File: src/rtl/msi_dlv_pkg.sv
package msi_dlv_pkg;

  // Width of the device requester ID carried with every write.
  localparam int RID_W = 16;

  // One outgoing message write.
  typedef struct packed {
    logic [63:0]      addr;
    logic [31:0]      data;
    logic [RID_W-1:0] rid;
  } msi_msg_t;

endpackage

File: src/rtl/msi_dlv_fmt.sv
module msi_dlv_fmt
  import msi_dlv_pkg::*;
#(
  parameter int VEC_W = 5,
  parameter int LOG_W = 3
) (
  input  logic [LOG_W-1:0] log_n,      // already clamped
  input  logic [VEC_W-1:0] vec,
  input  logic [15:0]      base_data,
  input  logic             addr64,
  input  logic [31:0]      addr_lo,
  input  logic [31:0]      addr_hi,
  input  logic [RID_W-1:0] rid,
  output msi_msg_t         msg
);

  logic [15:0] low_mask;
  logic [15:0] data16;

  always_comb begin
    low_mask = (16'd1 << log_n) - 16'd1;
    data16   = (base_data & ~low_mask) | (16'(vec) & low_mask);
    msg.data = {16'h0000, data16};
    msg.addr = addr64 ? {addr_hi, addr_lo} : {32'h0000_0000, addr_lo};
    msg.rid  = rid;
  end

endmodule

File: src/rtl/msi_dlv_pend.sv
module msi_dlv_pend #(
  parameter int NV = 32,
  localparam int VW = $clog2(NV)
) (
  input  logic          clk,
  input  logic          rst_n,
  input  logic          flush,     // masking unsupported: no pending state
  input  logic          set_en,
  input  logic [VW-1:0] set_idx,
  input  logic          clr_en,
  input  logic [VW-1:0] clr_idx,
  input  logic          trim_en,
  input  logic [NV-1:0] keep,      // ones below the allocated count
  output logic [NV-1:0] pend
);

  logic [NV-1:0] nxt;

  always_comb begin
    nxt = pend;
    if (trim_en) nxt = nxt & keep;
    if (clr_en)  nxt[clr_idx] = 1'b0;
    if (set_en)  nxt[set_idx] = 1'b1;
    if (flush)   nxt = '0;
  end

  always_ff @(posedge clk) begin
    if (!rst_n) pend <= '0;
    else        pend <= nxt;
  end

  // after a trim nothing remains outside the allocated range
  a_r7_trim: assert property (@(posedge clk) disable iff (!rst_n)
    trim_en |=> (pend & ~$past(keep)) == '0);

  // a replay clear really removes the bit
  a_r8_clear: assert property (@(posedge clk) disable iff (!rst_n)
    clr_en && !set_en |=> !pend[$past(clr_idx)]);

endmodule

File: src/rtl/msi_dlv_scan.sv
module msi_dlv_scan #(
  parameter int NV = 32,
  localparam int VW = $clog2(NV)
) (
  input  logic [NV-1:0] pend,
  input  logic [NV-1:0] mask,
  input  logic [NV-1:0] keep,
  output logic          found,
  output logic [VW-1:0] idx
);

  logic [NV-1:0] cand;

  assign cand  = pend & ~mask & keep;
  assign found = |cand;

  // Lowest candidate wins.
  always_comb begin
    idx = '0;
    for (int i = NV - 1; i >= 0; i--) begin
      if (cand[i]) idx = VW'(i);
    end
  end

endmodule

File: src/rtl/msi_deliver.sv
module msi_deliver
  import msi_dlv_pkg::*;
#(
  parameter int MAX_VEC = 32,
  parameter int LOG_W   = 3,
  localparam int VW      = $clog2(MAX_VEC),
  localparam int LOG_MAX = VW
) (
  input  logic               clk,
  input  logic               rst_n,
  input  logic               cfg_enable,
  input  logic [LOG_W-1:0]   cfg_log_vec,
  input  logic               cfg_addr64,
  input  logic [31:0]        cfg_addr_lo,
  input  logic [31:0]        cfg_addr_hi,
  input  logic [15:0]        cfg_data,
  input  logic               cfg_mask_cap,
  input  logic [MAX_VEC-1:0] cfg_mask,
  input  logic               cfg_write,
  input  logic [RID_W-1:0]   dev_rid,
  input  logic               req_valid,
  output logic               req_ready,
  input  logic [VW-1:0]      req_vec,
  output logic               wr_valid,
  input  logic               wr_ready,
  output logic [63:0]        wr_addr,
  output logic [31:0]        wr_data,
  output logic [RID_W-1:0]   wr_rid,
  output logic [MAX_VEC-1:0] pend_bits
);

  logic [LOG_W-1:0]   eff_log;
  logic [MAX_VEC-1:0] keep;
  logic [MAX_VEC-1:0] eff_mask;
  logic               slot_free, req_fire, req_masked, req_send, set_en;
  logic               trim_en, busy_q, found, rep_send, load;
  logic [VW-1:0]      pick, sel_vec;
  msi_msg_t           msg_d, msg_q;
  logic               wr_valid_q;

  // Allocated count, clamped to what the block can hold.
  assign eff_log = (cfg_log_vec > LOG_W'(LOG_MAX)) ? LOG_W'(LOG_MAX) : cfg_log_vec;

  for (genvar g = 0; g < MAX_VEC; g++) begin : g_keep
    assign keep[g] = (32'(g) >> eff_log) == 32'd0;
  end

  assign eff_mask   = cfg_mask_cap ? cfg_mask : '0;
  assign slot_free  = !wr_valid_q || wr_ready;
  assign req_ready  = !busy_q && !cfg_write && slot_free;
  assign req_fire   = req_valid && req_ready;
  assign req_masked = eff_mask[req_vec];
  assign req_send   = req_fire && cfg_enable && !req_masked;
  assign set_en     = req_fire && cfg_enable && req_masked;
  assign trim_en    = cfg_write && cfg_enable && cfg_mask_cap;

  msi_dlv_pend #(.NV(MAX_VEC)) i_pend (
    .clk     (clk),
    .rst_n   (rst_n),
    .flush   (!cfg_mask_cap),
    .set_en  (set_en),
    .set_idx (req_vec),
    .clr_en  (rep_send),
    .clr_idx (pick),
    .trim_en (trim_en),
    .keep    (keep),
    .pend    (pend_bits)
  );

  msi_dlv_scan #(.NV(MAX_VEC)) i_scan (
    .pend  (pend_bits),
    .mask  (eff_mask),
    .keep  (keep),
    .found (found),
    .idx   (pick)
  );

  assign rep_send = busy_q && found && slot_free && cfg_enable;
  assign load     = req_send || rep_send;
  assign sel_vec  = busy_q ? pick : req_vec;

  msi_dlv_fmt #(.VEC_W(VW), .LOG_W(LOG_W)) i_fmt (
    .log_n     (eff_log),
    .vec       (sel_vec),
    .base_data (cfg_data),
    .addr64    (cfg_addr64),
    .addr_lo   (cfg_addr_lo),
    .addr_hi   (cfg_addr_hi),
    .rid       (dev_rid),
    .msg       (msg_d)
  );

  // Replay runs from the strobe until no sendable pending vector remains.
  always_ff @(posedge clk) begin
    if (!rst_n)                               busy_q <= 1'b0;
    else if (trim_en)                         busy_q <= 1'b1;
    else if (busy_q && (!found || !cfg_enable)) busy_q <= 1'b0;
  end

  always_ff @(posedge clk) begin
    if (!rst_n) begin
      wr_valid_q <= 1'b0;
      msg_q      <= '0;
    end else if (load) begin
      wr_valid_q <= 1'b1;
      msg_q      <= msg_d;
    end else if (wr_ready) begin
      wr_valid_q <= 1'b0;
    end
  end

  assign wr_valid = wr_valid_q;
  assign wr_addr  = msg_q.addr;
  assign wr_data  = msg_q.data;
  assign wr_rid   = msg_q.rid;

  // a stalled write holds its fields
  a_r10_hold: assert property (@(posedge clk) disable iff (!rst_n)
    wr_valid && !wr_ready |=> wr_valid && $stable(wr_data) && $stable(wr_addr) && $stable(wr_rid));

  // requests name a vector below the allocated count
  a_r2_range: assert property (@(posedge clk) disable iff (!rst_n)
    req_valid && cfg_enable |-> (32'(req_vec) >> eff_log) == 32'd0);

  // upper half of the message data is zero
  a_r2_upper: assert property (@(posedge clk) disable iff (!rst_n)
    wr_valid |-> wr_data[31:16] == 16'h0000);

  // a masked request only records a pending bit
  a_r4_masked: assert property (@(posedge clk) disable iff (!rst_n)
    set_en |=> pend_bits[$past(req_vec)] && !wr_valid);

  // no pending state without masking support
  a_r5_nopend: assert property (@(posedge clk) disable iff (!rst_n)
    !cfg_mask_cap |=> pend_bits == '0);

  // a request taken while disabled changes nothing
  a_r6_drop: assert property (@(posedge clk) disable iff (!rst_n)
    req_fire && !cfg_enable && cfg_mask_cap |=> !wr_valid && pend_bits == $past(pend_bits));

endmodule

File: config.mk
export PLATFORM = sky130hd
export DESIGN_NAME = msi_deliver
export DESIGN_NICKNAME = d
export VERILOG_FILES = /design/src/rtl/msi_dlv_pkg.sv /design/src/rtl/msi_dlv_fmt.sv /design/src/rtl/msi_dlv_pend.sv /design/src/rtl/msi_dlv_scan.sv /design/src/rtl/msi_deliver.sv
export SDC_FILE = /design/constraint.sdc
export NUM_CORES = 1
export LEC_CHECK = 0
export ABC_AREA = 1
export BUFFER_PORTS_ARGS = -buffer_cell sky130_fd_sc_hd__buf_2
export CORE_MARGIN = 3
export CORE_UTILIZATION = 43
export DETAILED_ROUTE_END_ITERATION = 12
export GPL_TIMING_DRIVEN = 0
export PLACE_DENSITY = 0.89
export SYNTH_ARGS = -nofsm -noshare
export SYNTH_HDL_FRONTEND = slang
export SYNTH_SLANG_ARGS = --single-unit
File: constraint.sdc
create_clock -name clk -period 2.6 [get_ports clk]
set_input_delay 0.39 -clock clk [delete_from_list [all_inputs] [get_ports clk]]
set_output_delay 0.39 -clock clk [all_outputs]
set_load 0.03 [all_outputs]
## Word-level counts from Yosys, hierarchy flattened

Index checks and enable logic that the tools add are counted.

- ROM bits: 0
- Output and inout bits: 146
- Word-level logic and storage cells: 164
- Memory bits (writable): 0
- Memories kept: 0
- Flip-flop bits (word level): 130
- Latch bits: 0
- Input port bits: 144

- Add/sub/neg operators: 1
- Shift-type cells: 33
- Bitwise operators: 11
- Multipliers: 0
- Eq/ne operators: 0
- Div/mod/pow operators: 0
- Multiplexer cells: 49
- Reductions and logical operators: 59
- Order comparisons: 5

Operator list:

| cell | count |
|---|---|
| logical NOT 32 bit | 32 |
| right shift 5 x 3 -> 32 bit, first input constant | 16 |
| right shift 4 x 3 -> 32 bit, first input constant | 8 |
| 2-to-1 mux 5 bit | 33 |
| bitwise AND 32 bit | 4 |
| 2-to-1 mux 32 bit | 4 |
| right shift 3 x 3 -> 32 bit, first input constant | 4 |
| 2-to-1 mux 64 bit | 1 |
| inverter 32 bit | 2 |
| right shift 1 x 3 -> 32 bit, first input constant | 2 |
| right shift 2 x 3 -> 32 bit, first input constant | 2 |
| OR 32 bit | 1 |
| OR reduction 32 bit | 1 |
| bitwise AND 16 bit | 1 |
| bitwise AND 5 x 16 -> 16 bit | 1 |
| inverter 16 bit | 1 |
| OR 16 bit | 1 |
| left shift 1 x 3 -> 16 bit, first input constant | 1 |
| subtractor 16 x 1 -> 16 bit, second input constant | 1 |
| logical AND 1 bit | 14 |
| < comparator 5 x 6 -> 1 bit, second input constant | 2 |
| demux 1 bit (select 5 bit) | 2 |
| greater-or-equal comparator 5 x 1 -> 1 bit, second input constant | 2 |
| 2-to-1 mux 1 bit | 7 |
| 7 further kinds | 15 |

## Logic depth before layout (Yosys ltp)

- Depth in word-level cells: 46
- Depth in mapped cells: 36
- Mapped depth without buffers: 34

## Hierarchy

From an unflattened synthesis, not the netlist that was laid out.

- Cell total of the unflattened synthesis: 1600
- Area total of the unflattened synthesis: 9541.7 sq um

Modules (own cells, without submodules):

| module | sequential area each (sq um) | area each (sq um) | cells each | times used |
|---|---|---|---|---|
| msi_deliver | 2282.2 | 6028.3 | 967 | 1 |
| msi_dlv_pend | 640.6 | 1770.4 | 274 | 1 |
| msi_dlv_fmt | 0.0 | 1011.0 | 192 | 1 |
| msi_dlv_scan | 0.0 | 732.0 | 167 | 1 |

## Worst setup path after synthesis

No wires, ideal clock.

- Path kind: input -> register
- Start point: input cfg_mask_cap
- End point: register i_pend.pend[24]
- Cell stages on the path: 32
- Path slack: -0.010 ns
- Arrival: 2.473 ns
- Required time: 2.464 ns
- Library setup time: 0.136 ns
- Cell sequence: buf_2 > buf_6 > buf_6 > nand2_1 > inv_1 > nor3_1 > inv_1 > nand2_1 > nand2_1 > nand2_1 > nand2_1 > nand2_1 > nand2_1 > nand2_1 > nand2_1 > nand2_1 > nand2_1 > nand2_1 > nand2_1 > nand2_1 > nand2_1 > nand2_1 > nand2_1 > nand2_1 > nand2_1 > nand2_2 > nand2_4 > nand2_4 > buf_6 > nand3_1 > nand2_1 > a21oi_2

- Word-level cells in the longest chain between the ends: 45

RTL lines:

| item | line | RTL |
|---|---|---|
| from (decl) | msi_deliver.sv:17 | `input logic cfg_mask_cap,` |
| 2-to-1 mux 32 bit | msi_deliver.sv:48 | `assign eff_mask = cfg_mask_cap ? cfg_mask : '0;` |
| inverter 32 bit | msi_dlv_scan.sv:14 | `assign cand = pend & ~mask & keep;` |
| bitwise AND 32 bit (2 in a row) | msi_dlv_scan.sv:14 |  |
| 2-to-1 mux 5 bit (32 in a row) | msi_dlv_scan.sv:21 | `if (cand[i]) idx = VW'(i);` |
| < comparator 5 x 6 -> 1 bit (implied by the code) or greater-or-equal comparator 5 x 1 -> 1 bit (tied branches) | msi_dlv_pend.sv:22 | `if (clr_en) nxt[clr_idx] = 1'b0;` |
| logical AND 1 bit (implied by the code) | msi_dlv_pend.sv:22 |  |
| 2-to-1 mux 1 bit (implied by the code) | msi_dlv_pend.sv:22 |  |
| demux 1 bit (select 5 bit) | - |  |
| inverter 32 bit (no source line) | - |  |
| bitwise AND 32 bit (no source line) | - |  |
| 2-to-1 mux 32 bit | msi_dlv_pend.sv:22 |  |
| OR 32 bit (no source line) | - |  |
| 2-to-1 mux 32 bit | msi_dlv_pend.sv:23 | `if (set_en) nxt[set_idx] = 1'b1;` |
| to (signal assigned) | msi_dlv_pend.sv:29 | `else pend <= nxt;` |
| to (decl) | msi_dlv_pend.sv:14 | `output logic [NV-1:0] pend` |

Several ways; a longest one is shown, not always the timed one. The select of a mux whose other input is x is not followed.
A chain may end at the register's enable or synchronous reset.

## Worst setup path in the final report

- Start point: input req_vec[2]
- End point: register i_pend.pend[31]

- Word-level cells in the longest chain between the ends: 6

RTL lines:

| item | line | RTL |
|---|---|---|
| from (decl) | msi_deliver.sv:23 | `input logic [VW-1:0] req_vec,` |
| < comparator 5 x 6 -> 1 bit (implied by the code) or greater-or-equal comparator 5 x 1 -> 1 bit (tied branches) | msi_dlv_pend.sv:23 |  |
| logical AND 1 bit (implied by the code) | msi_dlv_pend.sv:23 |  |
| 2-to-1 mux 1 bit (implied by the code) | msi_dlv_pend.sv:23 |  |
| demux 1 bit (select 5 bit) | - |  |
| OR 32 bit (no source line) | - |  |
| 2-to-1 mux 32 bit * | msi_dlv_pend.sv:23 |  |

Mark *: on every way between the ends. The rest lies on a longest branch, timed or not. The select of a mux whose other input is x is not followed.

==> impl_metrics.env <==
export IMPL_final_cell_mix="buf_2, nor2_1, nand2_1, dfxtp_1, o21ai_0"
export IMPL_gr_usage_all_layers=0.274
export IMPL_ys_warn_count=0
export IMPL_dieHeight_um=128
export IMPL_synth_xor_area_share=0.00136
export IMPL_drtAntennaViolNets=0
export IMPL_antenna_found_initial=2
export IMPL_gr_total_overflow=0
export IMPL_setup_violations_final=33
export IMPL_first_iter_violations=697
export IMPL_async_flop_share=0
export IMPL_dieWidth_um=128
export IMPL_r2r_slack_ps=-100
export IMPL_hold_path_depth=3
export IMPL_cellPowerDensity_nw_per_um2=591
export IMPL_syn_avg_cell_area_um2=6.64
export IMPL_rr_worst_depth=34
export IMPL_finalCriticalPeriod_ps=2820
export IMPL_synth_top_family_by_area="simple AND/OR/NAND/NOR gates"
export IMPL_postPlaceCellArea_um2=8080
export IMPL_port_buffer_count=269
export IMPL_hpwl_um=18000
export IMPL_critical_path_arrival_ps=3160
export IMPL_fin_area_um2=9150
export IMPL_synth_fa_ha_area_frac=0.00389
export IMPL_clkTransAtPathRegs_ps=60
export IMPL_critPathKind="in -> reg"
export IMPL_p_leak_nw=4.48
export IMPL_num_antenna_cells=0
export IMPL_hold_class="in -> reg"
export IMPL_die_area_um2=16500
export IMPL_hold_violations=0
export IMPL_netlist_instances=970
export IMPL_endpoint_kind="flip-flop"
export IMPL_drc_errors=0
export IMPL_dpl_cell_count=1439
export IMPL_failed_checks="negative setup slack"
export IMPL_peakVddDrop_mv=0.446
export IMPL_rows=44
export IMPL_first_pass_iters=7
export IMPL_worst_slack_ps=-218
export IMPL_status="complete, but fails checks"
export IMPL_timing_final_crit_share=1.08
export IMPL_slew_headroom=0.430
export IMPL_utilization=0.627
export IMPL_cts_sinks=130
export IMPL_vias=7867
export IMPL_cts_path_max_buffers=2
export IMPL_hp_start="cfg_addr_lo[26]"
export IMPL_rsz0062_at_grt="true"
export IMPL_cp_required_ps=2940
export IMPL_tightest_slew_ps=852
export IMPL_layout_commonest_cell="buf_2"
export IMPL_synth_edf_count=0
export IMPL_max_cap_violations=0
export IMPL_cts_inserted_buffers=17
export IMPL_vias_per_cell=5.31
export IMPL_ys_seq_elements=130
export IMPL_fmax_mhz=355
export IMPL_cts_max_level=4
export IMPL_nNetsFinal=1430
export IMPL_synth_simple_gate_area_frac=0.304
export IMPL_place_congestion=1.01
export IMPL_drive_gt1_frac=0.335
export IMPL_final_max_slew_violation_count=0
export IMPL_synth_ff_type="dfxtp_1"
export IMPL_worst_hold_path_endpoint="wr_addr[26]$_SDFFE_PN0P_"
export IMPL_critPathLaunchType="primary input"
export IMPL_ys_seq_area_frac=0.404
export IMPL_grt_pass1_wl_um=36200
export IMPL_instances_no_fill=1481
export IMPL_cts_root_buf="clkbuf_16"
export IMPL_synth_area_mux_share=0
export IMPL_core_area_um2=14600
export IMPL_wirelength_um=24500
export IMPL_io_pins=290
export IMPL_area_delta_synth_final_pct=42.0
export IMPL_r2r_end="i_pend.pend[27]$_SDFF_PN0_"
export IMPL_avgRoutedWirePerCell_um=16.6
export IMPL_grt_pass1_vias=7475
export IMPL_synth_compound_area_frac=0.181
export IMPL_fin_skew_ps=11.4
export IMPL_synth_cell_type_count=35
export IMPL_insertion_delay_ps=420
export IMPL_r2r_start="i_pend.pend[31]$_SDFF_PN0_"
export IMPL_grt_max_degree=17
export IMPL_start_util=0.441
export IMPL_syn_cell_area_um2=6440
export IMPL_path_max_fanout=9
export IMPL_cts_tree="done"
==> flip-flops by register name (all words and copies together) (netlist names) <==
| signal | cells |
|---|---|
| i_pend.pend | 32 |
| busy_q | 1 |
| wr_valid | 1 |
| wr_data | 16 |
| wr_rid | 16 |
| wr_addr | 64 |
==> worst max-delay path: stages <==
cell      delay, ps
clkbuf_1        420
inv_1           250
nor3_1          650
a221oi_2        190
nand2_1         110
nand2_1         100
nor2_1          660
nand2_1         170
a21oi_2         200
==> through the flow <==
| step | TNS [ps] | power, W | worst slack (ps) | hold WS (ps) |
|---|---|---|---|---|
| 4_1_cts | -32.1 | 0.00538 | -29.3 | 190 |
| 2_1_floorplan | 0 | 0.00263 | 0.190 | 525 |
| 3_3_place_gp | -79240 | 0.00291 | -761 | 468 |
| 3_5_place_dp | -79390 | 0.00292 | -767 | 492 |
| 5_1_grt | -11300 | 0.00557 | -412 | 193 |
| 6_report | -3900 | 0.00540 | -218 | 202 |
==> cell usage after synthesis, types with 3 or more instances <==
cell	instances	area [µm²]
nor2_1	221	830
nand2_1	161	604
dfxtp_1	130	2600
o21ai_0	108	541
a21oi_1	75	375
inv_1	74	278
nand3_1	45	225
clkbuf_1	30	113
buf_4	17	128
nor3_1	17	85.1
nand4_1	16	100
buf_2	13	65.1
a21oi_2	10	87.6
o22ai_1	10	62.6
buf_6	6	67.6
nand2_2	5	31.3
a221oi_1	3	26.3
nand2_4	3	33.8
nand3_2	3	30.0
==> per-layer routing <==
metal / part of all wire / track usage / routed length, µm / vias up
met2: 0.50 / 0.488 / 12200 / 483
met4: 0.035 / 0.115 / 849 / 4
met1: 0.36 / 0.304 / 8910 / 3545
met5: 0.00094 / 0 / 23 / -
met3: 0.10 / 0.0814 / 2570 / 81
li1: - / - / - / 3754
==> logic make-up after synthesis <==
logic type / Yosys count
flops: 130
simple gates: 474
other cells: 2
xor+xnor: 1
compound gates: 216
buf+inv: 145
fa+ha+maj: 2
==> where the power goes <==
part / total, W / switching (W) / internal [W] / leakage [nW]
Sequential: 0.00212 / 0.0000409 / 0.00208 / 1.06
Combinational: 0.000799 / 0.000540 / 0.000259 / 3.13
Clock: 0.00248 / 0.000960 / 0.00152 / 0.296
Total: 0.00540 / 0.00154 / 0.00386 / 4.48
==> area by class of cell <==
type                       count  area (µm²)
timing repair buffer         280        1450
multi-input combinational    712        3520
clock inverter                14         178
sequential                   130        2600
fill                        1283        5440
clock buffer                  18         429
inverter                      78         298
buffer                        65         438
tap                          184         230
==> how the worst max path moves through the flow <==
stage / from / end / cells after the start
2_1_floorplan: cfg_log_vec[2] / i_pend.pend[24]$_SDFF_PN0_ / 36
3_3_place_gp: cfg_mask_cap / wr_rid[2]$_SDFFE_PN0P_ / 17
3_5_place_dp: cfg_mask_cap / wr_rid[6]$_SDFFE_PN0P_ / 17
4_1_cts: i_pend.pend[31]$_SDFF_PN0_ / i_pend.pend[15]$_SDFF_PN0_ / 34
5_1_grt: cfg_mask_cap / i_pend.pend[15]$_SDFF_PN0_ / 19
6_report: req_vec[2] / i_pend.pend[31]$_SDFF_PN0_ / 9
==> timing repair <==
| item | CTS | global route |
|---|---|---|
| endpoints found under the setup margin | 129 | 128 |
| hold buffers | 0 | 0 |
| gates resized for setup | 21 | 103 |
| endpoints found under the hold margin | 0 | 0 |
| buffers inserted | 4 | 5 |
| pin swaps | 4 | 30 |
| gates cloned | 2 | 1 |
Note: power is estimated with default switching activity, not from simulation.
